==> config.mk <==
export PLATFORM = sky130hd
export DESIGN_NAME = arx_rx_filter
export DESIGN_NICKNAME = d
export VERILOG_FILES = /design/src/rtl/arx_pkg.sv /design/src/rtl/arx_label_table.sv /design/src/rtl/arx_word_fifo.sv /design/src/rtl/arx_rx_filter.sv
export SDC_FILE = /design/constraint.sdc
export NUM_CORES = 1
export LEC_CHECK = 0
export BUFFER_PORTS_ARGS = -buffer_cell sky130_fd_sc_hd__buf_4
export CORE_UTILIZATION = 35
export CTS_BUF_LIST = sky130_fd_sc_hd__clkbuf_4
export CTS_CLUSTER_DIAMETER = 40
export CTS_CLUSTER_SIZE = 24
export DETAILED_ROUTE_END_ITERATION = 12
export PLACE_DENSITY = 0.48
export SYNTH_ARGS = -nofsm -noshare
export SYNTH_HDL_FRONTEND = slang
export SYNTH_SLANG_ARGS = --single-unit
==> constraint.sdc <==
create_clock -name clk -period 6.6 [get_ports clk]
set_input_delay 0.33 -clock clk [delete_from_list [all_inputs] [get_ports clk]]
set_output_delay 0.33 -clock clk [all_outputs]
set_load 0.01 [all_outputs]
==> src/rtl/arx_pkg.sv <==
// Shared types and sizes for the receive label filter.
// Assumes word bit 0 carries serial bit 1.
package arx_pkg;
    localparam int WORD_W  = 32;
    localparam int LABEL_W = 8;
    localparam int HALF_W  = WORD_W / 2;

    typedef logic [WORD_W-1:0]  rx_word_t;
    typedef logic [LABEL_W-1:0] label_t;

    // Extract the 8-bit label field of a received word.
    function automatic label_t label_of(input rx_word_t w);
        return w[LABEL_W-1:0];
    endfunction

    // Extract serial bits 10 and 9 as a 2-bit code.
    function automatic logic [1:0] code_of(input rx_word_t w);
        return w[LABEL_W+1:LABEL_W];
    endfunction
endpackage

==> src/rtl/arx_label_table.sv <==
// Label table: ENTRIES labels written and read in sequence by the host,
// compared in parallel against a probe label.
// Assumes: rd/wr are single-cycle and only asserted while mode=1.
// The table contents are not reset.
module arx_label_table
    import arx_pkg::*;
#(
    parameter int ENTRIES = 16
) (
    input  logic   clk,
    input  logic   rst_n,
    input  logic   mode,
    input  logic   wr,
    input  logic   rd,
    input  label_t wdata,
    input  label_t probe,
    output logic   hit,
    output label_t rdata
);
    localparam int IW = $clog2(ENTRIES);

    label_t          tbl [ENTRIES];
    logic [IW-1:0]   idx_q;
    logic            mode_q;
    logic [IW-1:0]   idx;
    logic [ENTRIES-1:0] hit_vec;

    // Index restarts at zero in the first cycle of label mode.
    assign idx = (mode && !mode_q) ? '0 : idx_q;

    // Track mode and step the sequential index on each access.
    always_ff @(posedge clk) begin
        if (!rst_n) begin
            mode_q <= 1'b0;
            idx_q  <= '0;
        end else begin
            mode_q <= mode;
            if (mode && (wr || rd)) idx_q <= idx + 1'b1;
            else                    idx_q <= idx;
        end
    end

    // Store host label writes; no reset so contents survive reset.
    always_ff @(posedge clk) begin
        if (mode && wr) tbl[idx] <= wdata;
    end

    // One comparator per entry.
    for (genvar g = 0; g < ENTRIES; g++) begin : g_cmp
        assign hit_vec[g] = (tbl[g] == probe);
    end

    assign hit   = |hit_vec;
    assign rdata = tbl[idx];
endmodule

==> src/rtl/arx_word_fifo.sv <==
// Word FIFO that keeps the newest slot for overflow: a push into a full
// queue with no pop replaces the last written entry.
// Assumes DEPTH is a power of two.
module arx_word_fifo
    import arx_pkg::*;
#(
    parameter int DEPTH = 32
) (
    input  logic                       clk,
    input  logic                       rst_n,
    input  logic                       push,
    input  logic                       pop,
    input  rx_word_t                   din,
    output rx_word_t                   dout,
    output logic [$clog2(DEPTH+1)-1:0] level
);
    localparam int AW = $clog2(DEPTH);
    localparam int CW = $clog2(DEPTH + 1);
    localparam logic [CW-1:0] LVL_FULL = CW'(DEPTH);

    rx_word_t        mem [DEPTH];
    logic [AW-1:0]   wr_ptr, rd_ptr;
    logic [CW-1:0]   cnt;
    logic            do_pop, do_push, do_over;
    logic [AW-1:0]   wr_idx;

    assign do_pop  = pop && (cnt != '0);
    assign do_push = push && ((cnt != LVL_FULL) || do_pop);
    assign do_over = push && !do_push;
    assign wr_idx  = do_over ? (wr_ptr - 1'b1) : wr_ptr;

    // Pointer and level bookkeeping.
    always_ff @(posedge clk) begin
        if (!rst_n) begin
            wr_ptr <= '0;
            rd_ptr <= '0;
            cnt    <= '0;
        end else begin
            if (do_push) wr_ptr <= wr_ptr + 1'b1;
            if (do_pop)  rd_ptr <= rd_ptr + 1'b1;
            case ({do_push, do_pop})
                2'b10:   cnt <= cnt + 1'b1;
                2'b01:   cnt <= cnt - 1'b1;
                default: cnt <= cnt;
            endcase
        end
    end

    // Storage write, including the overwrite of the newest entry.
    always_ff @(posedge clk) begin
        if (do_push || do_over) mem[wr_idx] <= din;
    end

    assign dout  = mem[rd_ptr];
    assign level = cnt;
endmodule

==> src/rtl/arx_rx_filter.sv <==
// Receive label filter top: acceptance decision, label table access,
// word queue and host read path.
// Assumes single-cycle strobes and lower-half-first reads.
module arx_rx_filter
    import arx_pkg::*;
#(
    parameter int LBL_ENTRIES = 16,
    parameter int FIFO_DEPTH  = 32
) (
    input  logic        clk,
    input  logic        rst_n,
    input  logic        word_valid,
    input  logic [31:0] word_in,
    input  logic        lbl_chk_en,
    input  logic        code_chk_en,
    input  logic [1:0]  code_ref,
    input  logic        lbl_mode,
    input  logic        host_wr,
    input  logic [7:0]  lbl_wdata,
    input  logic        host_rd,
    input  logic        half_sel,
    output logic [15:0] rd_data,
    output logic        data_ready,
    output logic        half_full,
    output logic        full
);
    localparam int CW = $clog2(FIFO_DEPTH + 1);
    localparam logic [CW-1:0] LVL_FULL = CW'(FIFO_DEPTH);
    localparam logic [CW-1:0] LVL_HALF = CW'(FIFO_DEPTH / 2);

    logic          lbl_hit;
    label_t        lbl_rdata;
    logic          lbl_ok, code_ok;
    logic          acc_push, acc_pop;
    rx_word_t      head;
    logic [CW-1:0] fifo_level;

    arx_label_table #(.ENTRIES(LBL_ENTRIES)) u_tbl (
        .clk   (clk),
        .rst_n (rst_n),
        .mode  (lbl_mode),
        .wr    (host_wr),
        .rd    (host_rd),
        .wdata (lbl_wdata),
        .probe (label_of(word_in)),
        .hit   (lbl_hit),
        .rdata (lbl_rdata)
    );

    // Acceptance: each enabled test must pass; reception paused in label mode.
    always_comb begin
        lbl_ok   = !lbl_chk_en || lbl_hit;
        code_ok  = !code_chk_en || (code_of(word_in) == code_ref);
        acc_push = word_valid && !lbl_mode && lbl_ok && code_ok;
        acc_pop  = host_rd && half_sel && !lbl_mode;
    end

    arx_word_fifo #(.DEPTH(FIFO_DEPTH)) u_fifo (
        .clk   (clk),
        .rst_n (rst_n),
        .push  (acc_push),
        .pop   (acc_pop),
        .din   (word_in),
        .dout  (head),
        .level (fifo_level)
    );

    // Host read mux: label entry in label mode, else selected word half.
    always_comb begin
        if (lbl_mode)      rd_data = {8'h00, lbl_rdata};
        else if (half_sel) rd_data = head[WORD_W-1:HALF_W];
        else               rd_data = head[HALF_W-1:0];
    end

    assign data_ready = (fifo_level != '0);
    assign half_full  = (fifo_level >= LVL_HALF);
    assign full       = (fifo_level == LVL_FULL);
endmodule

# Word level (Yosys, flattened, before mapping)
# Memories as Yosys holds them, arrays and structs flattened. A register that Yosys moved wholly into a read port is not among the register bits.
# Index checks and enable logic that the tools add are counted.
[word_totals]
mem_bits_rw = 1152
word_cells = 71
regBits = 21
n_memories = 2
inputBits = 51
output_inout_bits = 19
[memory_table]
columns = ["memory", "depth", "word_bits", "rd", "rd_ports_with_merged_regs", "wr", "line", "text"]
rows = [
  ["u_fifo.mem", 32, 32, 1, 1, 1, "arx_word_fifo.sv:21", "rx_word_t mem [DEPTH];"],
  ["u_tbl.tbl", 16, 8, 17, 0, 1, "arx_label_table.sv:22", "label_t tbl [ENTRIES];"],
]
[classes]
magnitude_cmp = 1
addsub = 6
mux = 12
n_eq_ne = 21
reduce_logical = 24
[ops]
columns = ["operator", "n"]
rows = [
  ["$eq A8 B8 Y1", 16],
  ["$mux W16", 2],
  ["$reduce_or A16 Y1", 1],
  ["$mux W5", 3],
  ["$pmux W6 S2", 1],
  ["$logic_and A1 B1 Y1", 11],
  ["$add A5 B1 Y5 const B", 2],
  ["$mux W4", 2],
  ["$add A6 B1 Y6 const B", 1],
  ["$eq A6 B6 Y1 const B", 1],
  ["$ge A6 B5 Y1 const B", 1],
  ["$ne A6 B6 Y1 const B", 1],
  ["$reduce_bool A6 Y1", 1],
  ["$sub A6 B1 Y6 const B", 1],
  ["$logic_not A1 Y1", 5],
  ["$logic_or A1 B1 Y1", 5],
  ["$sub A5 B1 Y5 const B", 1],
  ["$add A4 B1 Y4 const B", 1],
  ["$mux W1", 4],
  ["$eq A2 B1 Y1 const B", 1],
  ["$eq A2 B2 Y1", 1],
  ["$eq A2 B2 Y1 const B", 1],
  ["$reduce_bool A2 Y1", 1],
]

# Longest topological paths before layout
# Gate-level depths: netlist (run 1).
[logic_depth]
depth_word = 11
ltp_mapped = 18
depth_no_buf = 15

# Cells and area by module
# A second synthesis (run 1) with hierarchy kept.
[hier_totals]
cells_unflattened = 2279
area_unflattened_um2 = 47783.3
[by_module_without_submodules]
columns = ["module", "cells_each", "instances", "seq_area_each_um2", "area_per_inst_um2"]
rows = [
  ["arx_word_fifo", 1668, 1, 31169.9, 40284.9],
  ["arx_label_table", 556, 1, 3943.8, 7115.6],
  ["arx_rx_filter", 55, 1, 0.0, 382.9],
]

# Worst setup path after synthesis (run 1)
# No wires, ideal clock.
[synth_path]
kind = "register -> register"
startpoint = "register u_fifo.cnt[0] (netlist: u_fifo.level[0])"
endpoint = "memory u_fifo.mem[10][0] (netlist bit), enable pin"
path_stages_with_launch = 8
path_slack_ps = 1708
n_path_buf = 0
setup_time_ps = 470
period_less_slack_ps = 4892
arrival_ps = 4422
path_cell_list = "dfxtp_1 > or4_1 > nor3b_2 > o21ai_1 > or3_1 > o31ai_1 > nand2_1 > a211oi_1"
[synth_via]
elab_chain_cells = 9
word_cells_on_any_way = 11
[synth_lines]
columns = ["item", "line", "text"]
rows = [
  ["from (decl)", "arx_word_fifo.sv:23", "logic [CW-1:0] cnt;"],
  ["from (signal assigned)", "arx_word_fifo.sv:42", "2'b10: cnt <= cnt + 1'b1;"],
  ["from (signal assigned)", "arx_word_fifo.sv:43", "2'b01: cnt <= cnt - 1'b1;"],
  ["from (signal assigned)", "arx_word_fifo.sv:44", "default: cnt <= cnt;"],
  ["$reduce_bool A6 Y1", "arx_word_fifo.sv:27", "assign do_pop = pop && (cnt != '0);"],
  ["$logic_and A1 B1 Y1", "arx_word_fifo.sv:27", ""],
  ["$logic_or A1 B1 Y1 *", "arx_word_fifo.sv:28", "assign do_push = push && ((cnt != LVL_FULL) || do_pop);"],
  ["$logic_and A1 B1 Y1 *", "arx_word_fifo.sv:28", ""],
  ["$logic_not A1 Y1", "arx_word_fifo.sv:29", "assign do_over = push && !do_push;"],
  ["$logic_and A1 B1 Y1", "arx_word_fifo.sv:29", ""],
  ["$logic_or A1 B1 Y1", "arx_word_fifo.sv:51", "if (do_push || do_over) mem[wr_idx] <= din;"],
  ["$mux W1", "arx_word_fifo.sv:51", ""],
  ["$mux W1 (not written as such)", "arx_word_fifo.sv:51", ""],
  ["to (decl)", "arx_word_fifo.sv:21", ""],
]
# Mark *: on every way between the ends. The rest lies on a longest branch, timed or not.

==> flow_summary.ini, run 1 <==
[sta]
postLayoutSetupSlackWorst_ns = 1.386
slew_headroom = 0.1919
fin_crit_ns = 5.214
maxSlewViolCount = 0
post-route-period-util = 0.7900
finClkSkew_ns = 0.1030
finalSetupTns_ns = 0
timing_hold_violations_final = 0
setup_violations = 0
worst_pin_slew_ns = 1.206
rsz0062_at_grt = no
fmax_mhz = 191.8

[drt]
drc_errors = 0
first_pass_iters = 5
wl_per_cell_um = 29.15
routed_wl_um = 128200
drt-initial-drc-count = 2226
ant_nets = 0
vias = 23540
post_drt_via_cell_ratio = 5.354

[synthesis]
syn_nets = 2282
synth_async_sr_flop_share = 0
synth_flop_cell = edfxtp_1
syn-mean-instance-area_um2 = 21.24
synth-seq-cells = 1178
synthCells = 2219
synth-edff-count = 1152
ys_types = 49
syn_area_mm2 = 0.04714
ys_warn_count = 0
ys_seq_area_frac = 0.7449

[placed_design]
globalplace.congestion = 0.8418
port_buffers = 69
placed_cells = 3999
dp_hpwl_um = 71370
dp_slack_ns = 1.524
placedInstanceArea_mm2 = 0.05010

[clock_tree]
clkTransAtPathRegs_ns = 0.12
h-tree-depth = 4
cts_buffers = 164
clock_tree.buffer_depth = 3
cts_resized = 0
clock-sinks = 1178
cts_tree = built
clkLatencyLatePin_ns = 1.20
root_buffer = clkbuf_4

[critical_path]
critPathArrivalTime_ns = 4.88
cp-end-kind = primary output
crit_path_max_fanout = 29
required_ns = 6.27
crit_type = flop to primary output
critPathLaunchType = flop
r2r_cells = 8

[cells_and_area]
layout_commonest_cell = edfxtp_1
syn2layout_area_growth_pct = 14.27
nFillCells = 11910
instances_no_fill = 4397
drive_above_1_share = 0.3085
design_area_mm2 = 0.05386
mostFrequentLayoutCells = edfxtp_1, mux4_2, clkbuf_4
nets = 2544

[grt]
grt_pass1_vias = 25030
grt_usage = 0.1905
grt_pass1_wl_um = 183900
overflow = 0
antenna_found_initial = 4
grt_max_degree = 96

[die]
die_width_um = 369.0
chipHeight_um = 369.0
core_mm2 = 0.1335
start_util = 0.3532
dieArea_mm2 = 0.1362
rows = 134
ios = 70

[power]
p_int_uw = 10890
powerDensity_mw_per_mm2 = 263.0
clkPwrFrac = 0.386
ir_drop_mv = 0.1834
power_frac_comb = 0.034
p_sw_frac = 0.2311
seqPwrFrac = 0.580
p_switching_uw = 3275
power_uw = 14170
p_leak_uw = 0.01619

[min_path]
hp-class = input pin to flop
min_delay_path_depth = 2

[status]
status = finished clean

[job]
cap_viol_max_count = 0
## cells in the mapped netlist, types with 23 or more instances
master | count | area share
mux2i_1 | 32 | 0.0068
xor2_1 | 53 | 0.0098
clkbuf_1 | 66 | 0.0053
nand3_1 | 26 | 0.0028
mux4_2 | 336 | 0.16
xnor2_1 | 87 | 0.016
edfxtp_1 | 1152 | 0.73
dfxtp_1 | 26 | 0.011
nor2_1 | 64 | 0.0051
nand2_1 | 78 | 0.0062
nand4_1 | 23 | 0.0031
## cell families after synthesis
| family | synth area share |
|---|---|
| AOI/OAI and AO/OA | 0.01762 |
| xor gates and xnor gates | 0.02601 |
| adders and majority gates | 0.003344 |
| buffers and inverters | 0.01402 |
| DFF | 0.7449 |
| muxes | 0.1676 |
| and+or+nand+nor | 0.02646 |
## power by group through the flow
stage          Clock [uW]  Combinational [uW]  Sequential [uW]
2_1_floorplan           0                 209             8380
3_3_place_gp            0                 428             8380
3_5_place_dp            0                 439             8380
4_1_cts              5640                 489             8210
5_1_grt              5930                 517             8220
6_report             5470                 482             8210
## stage by stage
step | hold slack [ns] | util
after CTS | 0.0004415 | 0.4035
final | 0.1354 | 0.4036
after detailed placement | 0.4750 | 0.3754
after global routing | 0.06706 | 0.4036
after floorplan | 0.4289 | -
after global placement | 0.4617 | 0.3754
## per-layer routing
| layer | up-vias | GRT usage | routed length [um] |
|---|---|---|---|
| li1 | 9879 | - | - |
| met1 | 12730 | 0.2523 | 53690 |
| met2 | 750 | 0.3204 | 64800 |
| met3 | 179 | 0.03580 | 7066 |
| met4 | 2 | 0.05147 | 2597 |
| met5 | - | 0 | 13 |
## worst max-delay path, stage by stage, from the launching register on
cell     delay, ns
dfxtp_4       0.72
buf_4         0.61
mux4_2        0.60
mux4_2        0.50
mux4_2        0.50
nor2_1        0.42
a31oi_1       0.11
buf_4         0.20
## flip-flops by register name, summed over array words and instances, names as in the netlist, named ones only
signal	cells
u_fifo.mem	1024
u_fifo.level	6
u_tbl.idx_q	4
u_tbl.tbl	128
u_tbl.mode_q	1
u_fifo.wr_ptr	5
u_fifo.rd_ptr	5
## worst paths after layout
path | start | endpoint | slack, ns
setup / recovery | flop | rd_data[4] | 1.39
hold / removal | word_in[19] | u_fifo.mem[24][19] | 0.14
setup reg to reg | u_tbl.tbl[12][7] | u_fifo.mem[30][19] | 1.99
hold reg to reg | u_fifo.level[5] | u_fifo.level[5] | 0.48
## what timing repair did
item                                    4_1_cts  5_1_grt
hold buffers                                 84        0
endpoints found under the hold margin      1306        0
endpoints found under the setup margin        0        0
setup buffers                                 0        0
## layout make-up
class / count / area (um2) / area share
antenna: 7 / 17.52 / 0.0003252
clock buffer: 178 / 1336 / 0.02481
clock inverter: 129 / 1567 / 0.02908
inverter: 13 / 48.80 / 0.0009059
multi-input combinational: 905 / 11620 / 0.2158
sequential: 1178 / 35130 / 0.6522
tap: 1768 / 2212 / 0.04107
timing repair buffer: 219 / 1929 / 0.03582
No activity file was read; power rests on OpenSTA's default activity.
==> run 2: changes to the inputs <==
--- a/config.mk
+++ b/config.mk
@@ -5,13 +5,14 @@
 export SDC_FILE = /design/constraint.sdc
 export NUM_CORES = 1
 export LEC_CHECK = 0
+export ABC_AREA = 1
 export BUFFER_PORTS_ARGS = -buffer_cell sky130_fd_sc_hd__buf_4
 export CORE_UTILIZATION = 35
 export CTS_BUF_LIST = sky130_fd_sc_hd__clkbuf_4
 export CTS_CLUSTER_DIAMETER = 40
 export CTS_CLUSTER_SIZE = 24
 export DETAILED_ROUTE_END_ITERATION = 12
-export PLACE_DENSITY = 0.48
+export PLACE_DENSITY = 0.5
 export SYNTH_ARGS = -nofsm -noshare
 export SYNTH_HDL_FRONTEND = slang
 export SYNTH_SLANG_ARGS = --single-unit
==> constraint.sdc (replaced) <==
create_clock -name clk -period 4.42 [get_ports clk]
set_input_delay 0.221 -clock clk [delete_from_list [all_inputs] [get_ports clk]]
set_output_delay 0.221 -clock clk [all_outputs]
set_load 0.01 [all_outputs]
==> run 2 against run 1 <==
Worst hold slack better by 0.022 ns. Cell count is 38% higher. Routed wire length is 21% higher. Non-clock buffer count is 114 higher. Count of clock-buffer cells in the layout is 2 lower. Combinational power grew to 3.5 times the previous value.
==> flow_summary.ini, run 2 <==
[synthesis]
syn_nets = 3928
yosys.area.top_type = edfxtp_1
syn_area_mm2 = 0.04839
ys_types = 45
synth_area_leaders = edfxtp_1, o21ai_0, nor2_1
synth.top_cell.area_share = 0.7150
syn-mean-instance-area_um2 = 12.52
yosys.cell_count.top_type = edfxtp_1
netlist_top_cells_count = edfxtp_1, nor2_1, o21ai_0
synthCells = 3865
ys_warn_count = 0
synth-edff-count = 1152
synth_flop_cell = edfxtp_1
synth-seq-cells = 1178
synth_async_sr_flop_share = 0
ys_seq_area_frac = 0.7257

[critical_path]
cp-end-kind = flop
path_cells = dlygate4sd3_1, buf_4, xnor2_1, nand2_1, a21oi_2, dlygate4sd3_1, buf_4, nand2_2, nand2_1, inv_2, ha_2, a21oi_1, inv_1, a31oi_2, o21bai_1, a21oi_1, nand2_1, a21oi_1, dlygate4sd3_1, nor2_1, dlygate4sd3_1
crit_type = input pin to flop
critical_path.max_stage_delay_ns = 0.57
worst_path_max_delay_cell = dlygate4sd3_1
crit_path_max_fanout = 10
worst-path-buf-inv = 8
critPathLaunchType = input pin
required_ns = 5.48
r2r_cells = 23
rr_startpoint = u_tbl.tbl[4][6]
path_common_cell = dlygate4sd3_1
r2r_setup_slack_ns = 0.21
cp_top_family = buffers and inverters
r2r-end = u_fifo.level[5]
critPathArrivalTime_ns = 5.36

[grt]
grt_usage = 0.2181
grt_pass1_wl_um = 223900
antenna_found_initial = 7
grt_pass1_vias = 31830
grt_max_degree = 129
overflow = 0

[power]
p_leak_uw = 0.01852
powerDensity_mw_per_mm2 = 388.7
ir_drop_mv = 0.2235

[min_path]
min_from = word_in[0]
min_delay_path_depth = 2
hp-class = input pin to flop
min_to = u_fifo.mem[25][0]

[sta]
setup_violations = 0
rsz0062_at_grt = yes
fmax_mhz = 232.8
worst_pin_slew_ns = 1.207
maxSlewViolCount = 0
timing_hold_violations_final = 0
post-route-period-util = 0.9716
finClkSkew_ns = 0.1361
fin_crit_ns = 4.295
slew_headroom = 0.1952

[clock_tree]
clkLatencyLatePin_ns = 1.24
clock-sinks = 1178
cts_buffers = 165
clkTransAtPathRegs_ns = 0.11
cts_tree = built
root_buffer = clkbuf_4
h-tree-depth = 4
clock_tree.buffer_depth = 3

[cells_and_area]
drive_above_1_share = 0.1485
regMostFlops = u_fifo.mem
syn2layout_area_growth_pct = 15.98
design_area_mm2 = 0.05612
mostFrequentLayoutCells = edfxtp_1, nor2_1, o21ai_0
layout_commonest_cell = edfxtp_1
utilization = 0.4087
nets = 4168
largest_reg_flops = 1024

[placed_design]
dp_hpwl_um = 89390
port_buffers = 69
placedInstanceArea_mm2 = 0.05183
globalplace.congestion = 0.8388

[drt]
vias = 32740
drc_errors = 0
drt-initial-drc-count = 3188
wl_per_cell_um = 25.66
post_drt_via_cell_ratio = 5.413
first_pass_iters = 6
routed_wl_um = 155200
ant_nets = 0

[die]
ios = 70
rows = 136
core_mm2 = 0.1373
start_util = 0.3523
dieArea_mm2 = 0.1397
die_width_um = 373.8
chipHeight_um = 373.8

[status]
status = finished clean

[job]
cap_viol_max_count = 0
==> run 2: cell type report <==
cell class,instances,area (um2)
Inverter,95,379.1
Tap cell,1794,2245
Clock buffer,176,1321
Clock inverter,134,1413
Timing Repair Buffer,333,3491
Fill cell,12920,81200
Multi-Input combinational cell,2332,12120
Sequential cell,1178,35130
Antenna cell,7,17.52
==> run 2: cells by family (layout without fill, tap and decap cells) <==
kind of cell	count (synthesis)	after routing	synth area share
AND/OR/NAND/NOR	1167	1167	0.09640
AO/OA/AOI/OAI	1054	1054	0.1256
flip-flops	1178	1178	0.7257
other	0	7	0
buffers and inverters	355	738	0.03108
adder cells (fa/ha/maj)	12	12	0.003258
XOR/XNOR	99	99	0.01792
==> run 2: worst max-delay path by stage <==
stage / startpoint / to / cells after the start
floorplan: u_fifo.level[0] / u_fifo.mem[24][0] / 9
global placement: word_in[1] / u_fifo.level[5] / 26
detailed placement: word_in[1] / u_fifo.level[5] / 26
CTS: flop / rd_data[3] / 12
global route: u_tbl.tbl[4][3] / u_fifo.level[5] / 24
finish: word_in[8] / u_fifo.level[5] / 21
==> run 2: power by group <==
| group | internal [uW] | switching, uW | total (uW) |
|---|---|---|---|
| clock network | 3290 | 4540 | 7830 |
| logic | 545 | 1160 | 1700 |
| registers | 12300 | 23.8 | 12300 |
==> run 2: stage by stage <==
step	total power (uW)	setup WS, ns	setup TNS (ns)	instances	hold WS (ns)
2_1_floorplan	13340	1.008	0	3865	0.3199
3_3_place_gp	14090	0.7711	0	5616	0.4946
3_5_place_dp	14090	0.7795	0	5616	0.4973
4_1_cts	21990	0.002411	0	6037	0.01337
5_1_grt	22580	-0.07733	-0.1171	6046	0.05375
6_report	21810	0.1254	0	6049	0.1579
==> run 2: routing by layer <==
metal,track usage,vias up,routed length (um)
met3,0.03517,195,9294
met1,0.3028,16620,68630
met2,0.3511,1062,73410
met4,0.06507,0,3888
met5,0,-,0
li1,-,14870,-
==> run 2: worst reg2reg max path, cell delays in order (launching register included) <==
cell	delay [ns]
edfxtp_1	0.44
xnor2_2	0.18
nand2_1	0.08
nor2_1	0.04
nand2_1	0.05
nand2_1	0.07
nor2_1	0.10
nand2_1	0.11
nor2_2	0.16
nand2_4	0.16
nand2_2	0.11
nand2_1	0.11
inv_2	0.11
ha_2	0.30
a21oi_1	0.14
inv_1	0.06
a31oi_2	0.18
o21bai_1	0.09
a21oi_1	0.19
nand2_1	0.09
a21oi_1	0.14
dlygate4sd3_1	0.56
nor2_1	0.05
dlygate4sd3_1	0.55
==> run 2: repair_timing <==
action,CTS,global route
cloned,0,2
setup buffers,1,3
hold endpoints to repair,1306,0
pin swaps,0,1
gates resized for setup,18,15
hold buffers,110,0
setup endpoints to repair,11,10
==> run 3: changes to the inputs <==
--- a/config.mk
+++ b/config.mk
@@ -12,6 +12,7 @@
 export CTS_CLUSTER_DIAMETER = 40
 export CTS_CLUSTER_SIZE = 24
 export DETAILED_ROUTE_END_ITERATION = 12
+export GPL_TIMING_DRIVEN = 0
 export PLACE_DENSITY = 0.5
 export SYNTH_ARGS = -nofsm -noshare
 export SYNTH_HDL_FRONTEND = slang
==> run 3 against run 2 <==
The run now ends with setup timing left. Worst hold slack better by 0.012 ns. First-iteration DRC count up 50%. Clock skew down 0.014 ns. Via count up 8.9%. Critical path depth down 10. Critical endpoint is now rd_data[7]. Largest power group unchanged.
==> flow_summary.ini, run 3 (synthesis gave the netlist of run 2 again) <==
[status]
status = finished with violations
violations = setup timing

[clock_tree]
root_buffer = clkbuf_4
clkLatencyLatePin_ns = 1.27
h-tree-depth = 4
clock-sinks = 1178
cts_buffers = 172
clock_tree.buffer_depth = 3
clkTransAtPathRegs_ns = 0.11
cts_tree = built

[drt]
first_pass_iters = 6
wl_met2_um = 85340
dr.max_layer_used = met4
vias = 35670
ant_nets = 0
drc_errors = 0
wl_per_cell_um = 30.24
post_drt_via_cell_ratio = 5.710
routed_wl_um = 188900
dr_wl_met3_um = 17830
wirelength_met1_um = 79810
drt-initial-drc-count = 4790

[sta]
worst_pin_slew_ns = 1.307
timing.hold.ws_ns = 0.1696
timing_hold_violations_final = 0
post-route-period-util = 1.013
slew_headroom = 0.1284
postLayoutSetupSlackWorst_ns = -0.05841
maxSlewViolCount = 0
finClkSkew_ns = 0.1220
setup_violations = 2
fmax_mhz = 223.3
finalSetupTns_ns = -0.06504
fin_crit_ns = 4.478
rsz0062_at_grt = yes

[power]
p_int_uw = 16580
power_frac_comb = 0.087
p_sw_frac = 0.2672
powerDensity_mw_per_mm2 = 390.8
seqPwrFrac = 0.543
clkPwrFrac = 0.370
p_switching_uw = 6044
p_leak_uw = 0.01934
ir_drop_mv = 0.2023

[die]
ios = 70
chipHeight_um = 373.8
start_util = 0.3523
dieArea_mm2 = 0.1397
core_mm2 = 0.1373
rows = 136
die_width_um = 373.8

[cells_and_area]
largest_reg_flops = 1024
layout_commonest_cell = edfxtp_1
regMostFlops = u_fifo.mem
seqCellArea_mm2 = 0.03512
mostFrequentLayoutCells = edfxtp_1, nor2_1, o21ai_0
nets = 4355
syn2layout_area_growth_pct = 19.63
multi_input_area_mm2 = 0.01236
nFillCells = 12820
drive_above_1_share = 0.1709

[placed_design]
dp_hpwl_um = 125300
port_buffers = 68
globalplace.congestion = 0.8959

[grt]
grt_usage = 0.2650
overflow = 0
grt_pass1_vias = 33490
antenna_found_initial = 2
grt_pass1_wl_um = 260100
grt_max_degree = 33

[critical_path]
cp-end-kind = primary output
crit_path_max_fanout = 10
critPathArrivalTime_ns = 4.26
required_ns = 4.20
crit_type = flop to primary output
critPathLaunchType = flop

[min_path]
hp-class = input pin to flop

[job]
cap_viol_max_count = 0
==> run 3: metrics by stage <==
step	cell area, um2	utilization	instances	total power (uW)	setup slack, ns
3_5_place_dp	52530	0.3825	5778	14230	-0.07825
5_1_grt	57880	0.4215	6243	23250	-0.01852
3_3_place_gp	51140	0.3724	5727	14220	-2.918
2_1_floorplan	48390	-	3865	13340	1.008
6_report	57880	0.4215	6246	22620	-0.05841
4_1_cts	57690	0.4201	6229	22670	0.0001914
==> run 3: worst paths after layout <==
check	startpoint	end	slack (ns)	cells past startpoint
setup / recovery	flop	rd_data[7]	-0.06	11
hold / removal	host_rd	flop	0.17	6
setup reg to reg	u_tbl.tbl[6][3]	u_fifo.mem[14][11]	0.60	16
hold reg to reg	u_fifo.wr_ptr[4]	u_fifo.wr_ptr[4]	0.50	2
==> run 3: critical path, stage by stage (launching register included) <==
cell and delay (ns):
dfxtp_1 0.34, buf_6 0.25, clkinv_4 0.24, buf_4 0.28, clkbuf_4 0.27, o21ai_0 0.19
o22ai_1 0.11, o21ai_0 0.45, o221ai_1 0.27, nand3_2 0.23, a31oi_4 0.15, buf_4 0.20
==> run 3: timing repair <==
action	CTS	global route
endpoints found under the setup margin	16	232
pin swaps	3	3
hold buffers	129	0
endpoints found under the hold margin	1309	0
resized for setup	259	33
buffers inserted	0	7
==> run 3: cell type report <==
| type | count | area share |
|---|---|---|
| Antenna cell | 10 | 0.0004323 |
| Buffer | 258 | 0.02618 |
| Clock buffer | 187 | 0.02425 |
| Clock inverter | 137 | 0.02650 |
| Inverter | 95 | 0.006247 |
| Multi-Input combinational cell | 2332 | 0.2135 |
| Sequential cell | 1178 | 0.6067 |
| Tap cell | 1794 | 0.03878 |
| Timing Repair Buffer | 255 | 0.05741 |
==> run 3: power groups by stage <==
stage / registers, uW / logic (uW) / clock network, uW
2_1_floorplan: 12500 / 807 / 0
3_3_place_gp: 12500 / 1680 / 0
3_5_place_dp: 12500 / 1700 / 0
4_1_cts: 12300 / 1920 / 8480
5_1_grt: 12300 / 2050 / 8910
6_report: 12300 / 1960 / 8380
==> run 3: per-layer routing <==
layer / up-vias / global-route usage
li1: 15290 / -
met1: 17980 / 0.3748
met2: 2068 / 0.4102
met3: 326 / 0.04896
met4: 0 / 0.08774
met5: - / 0
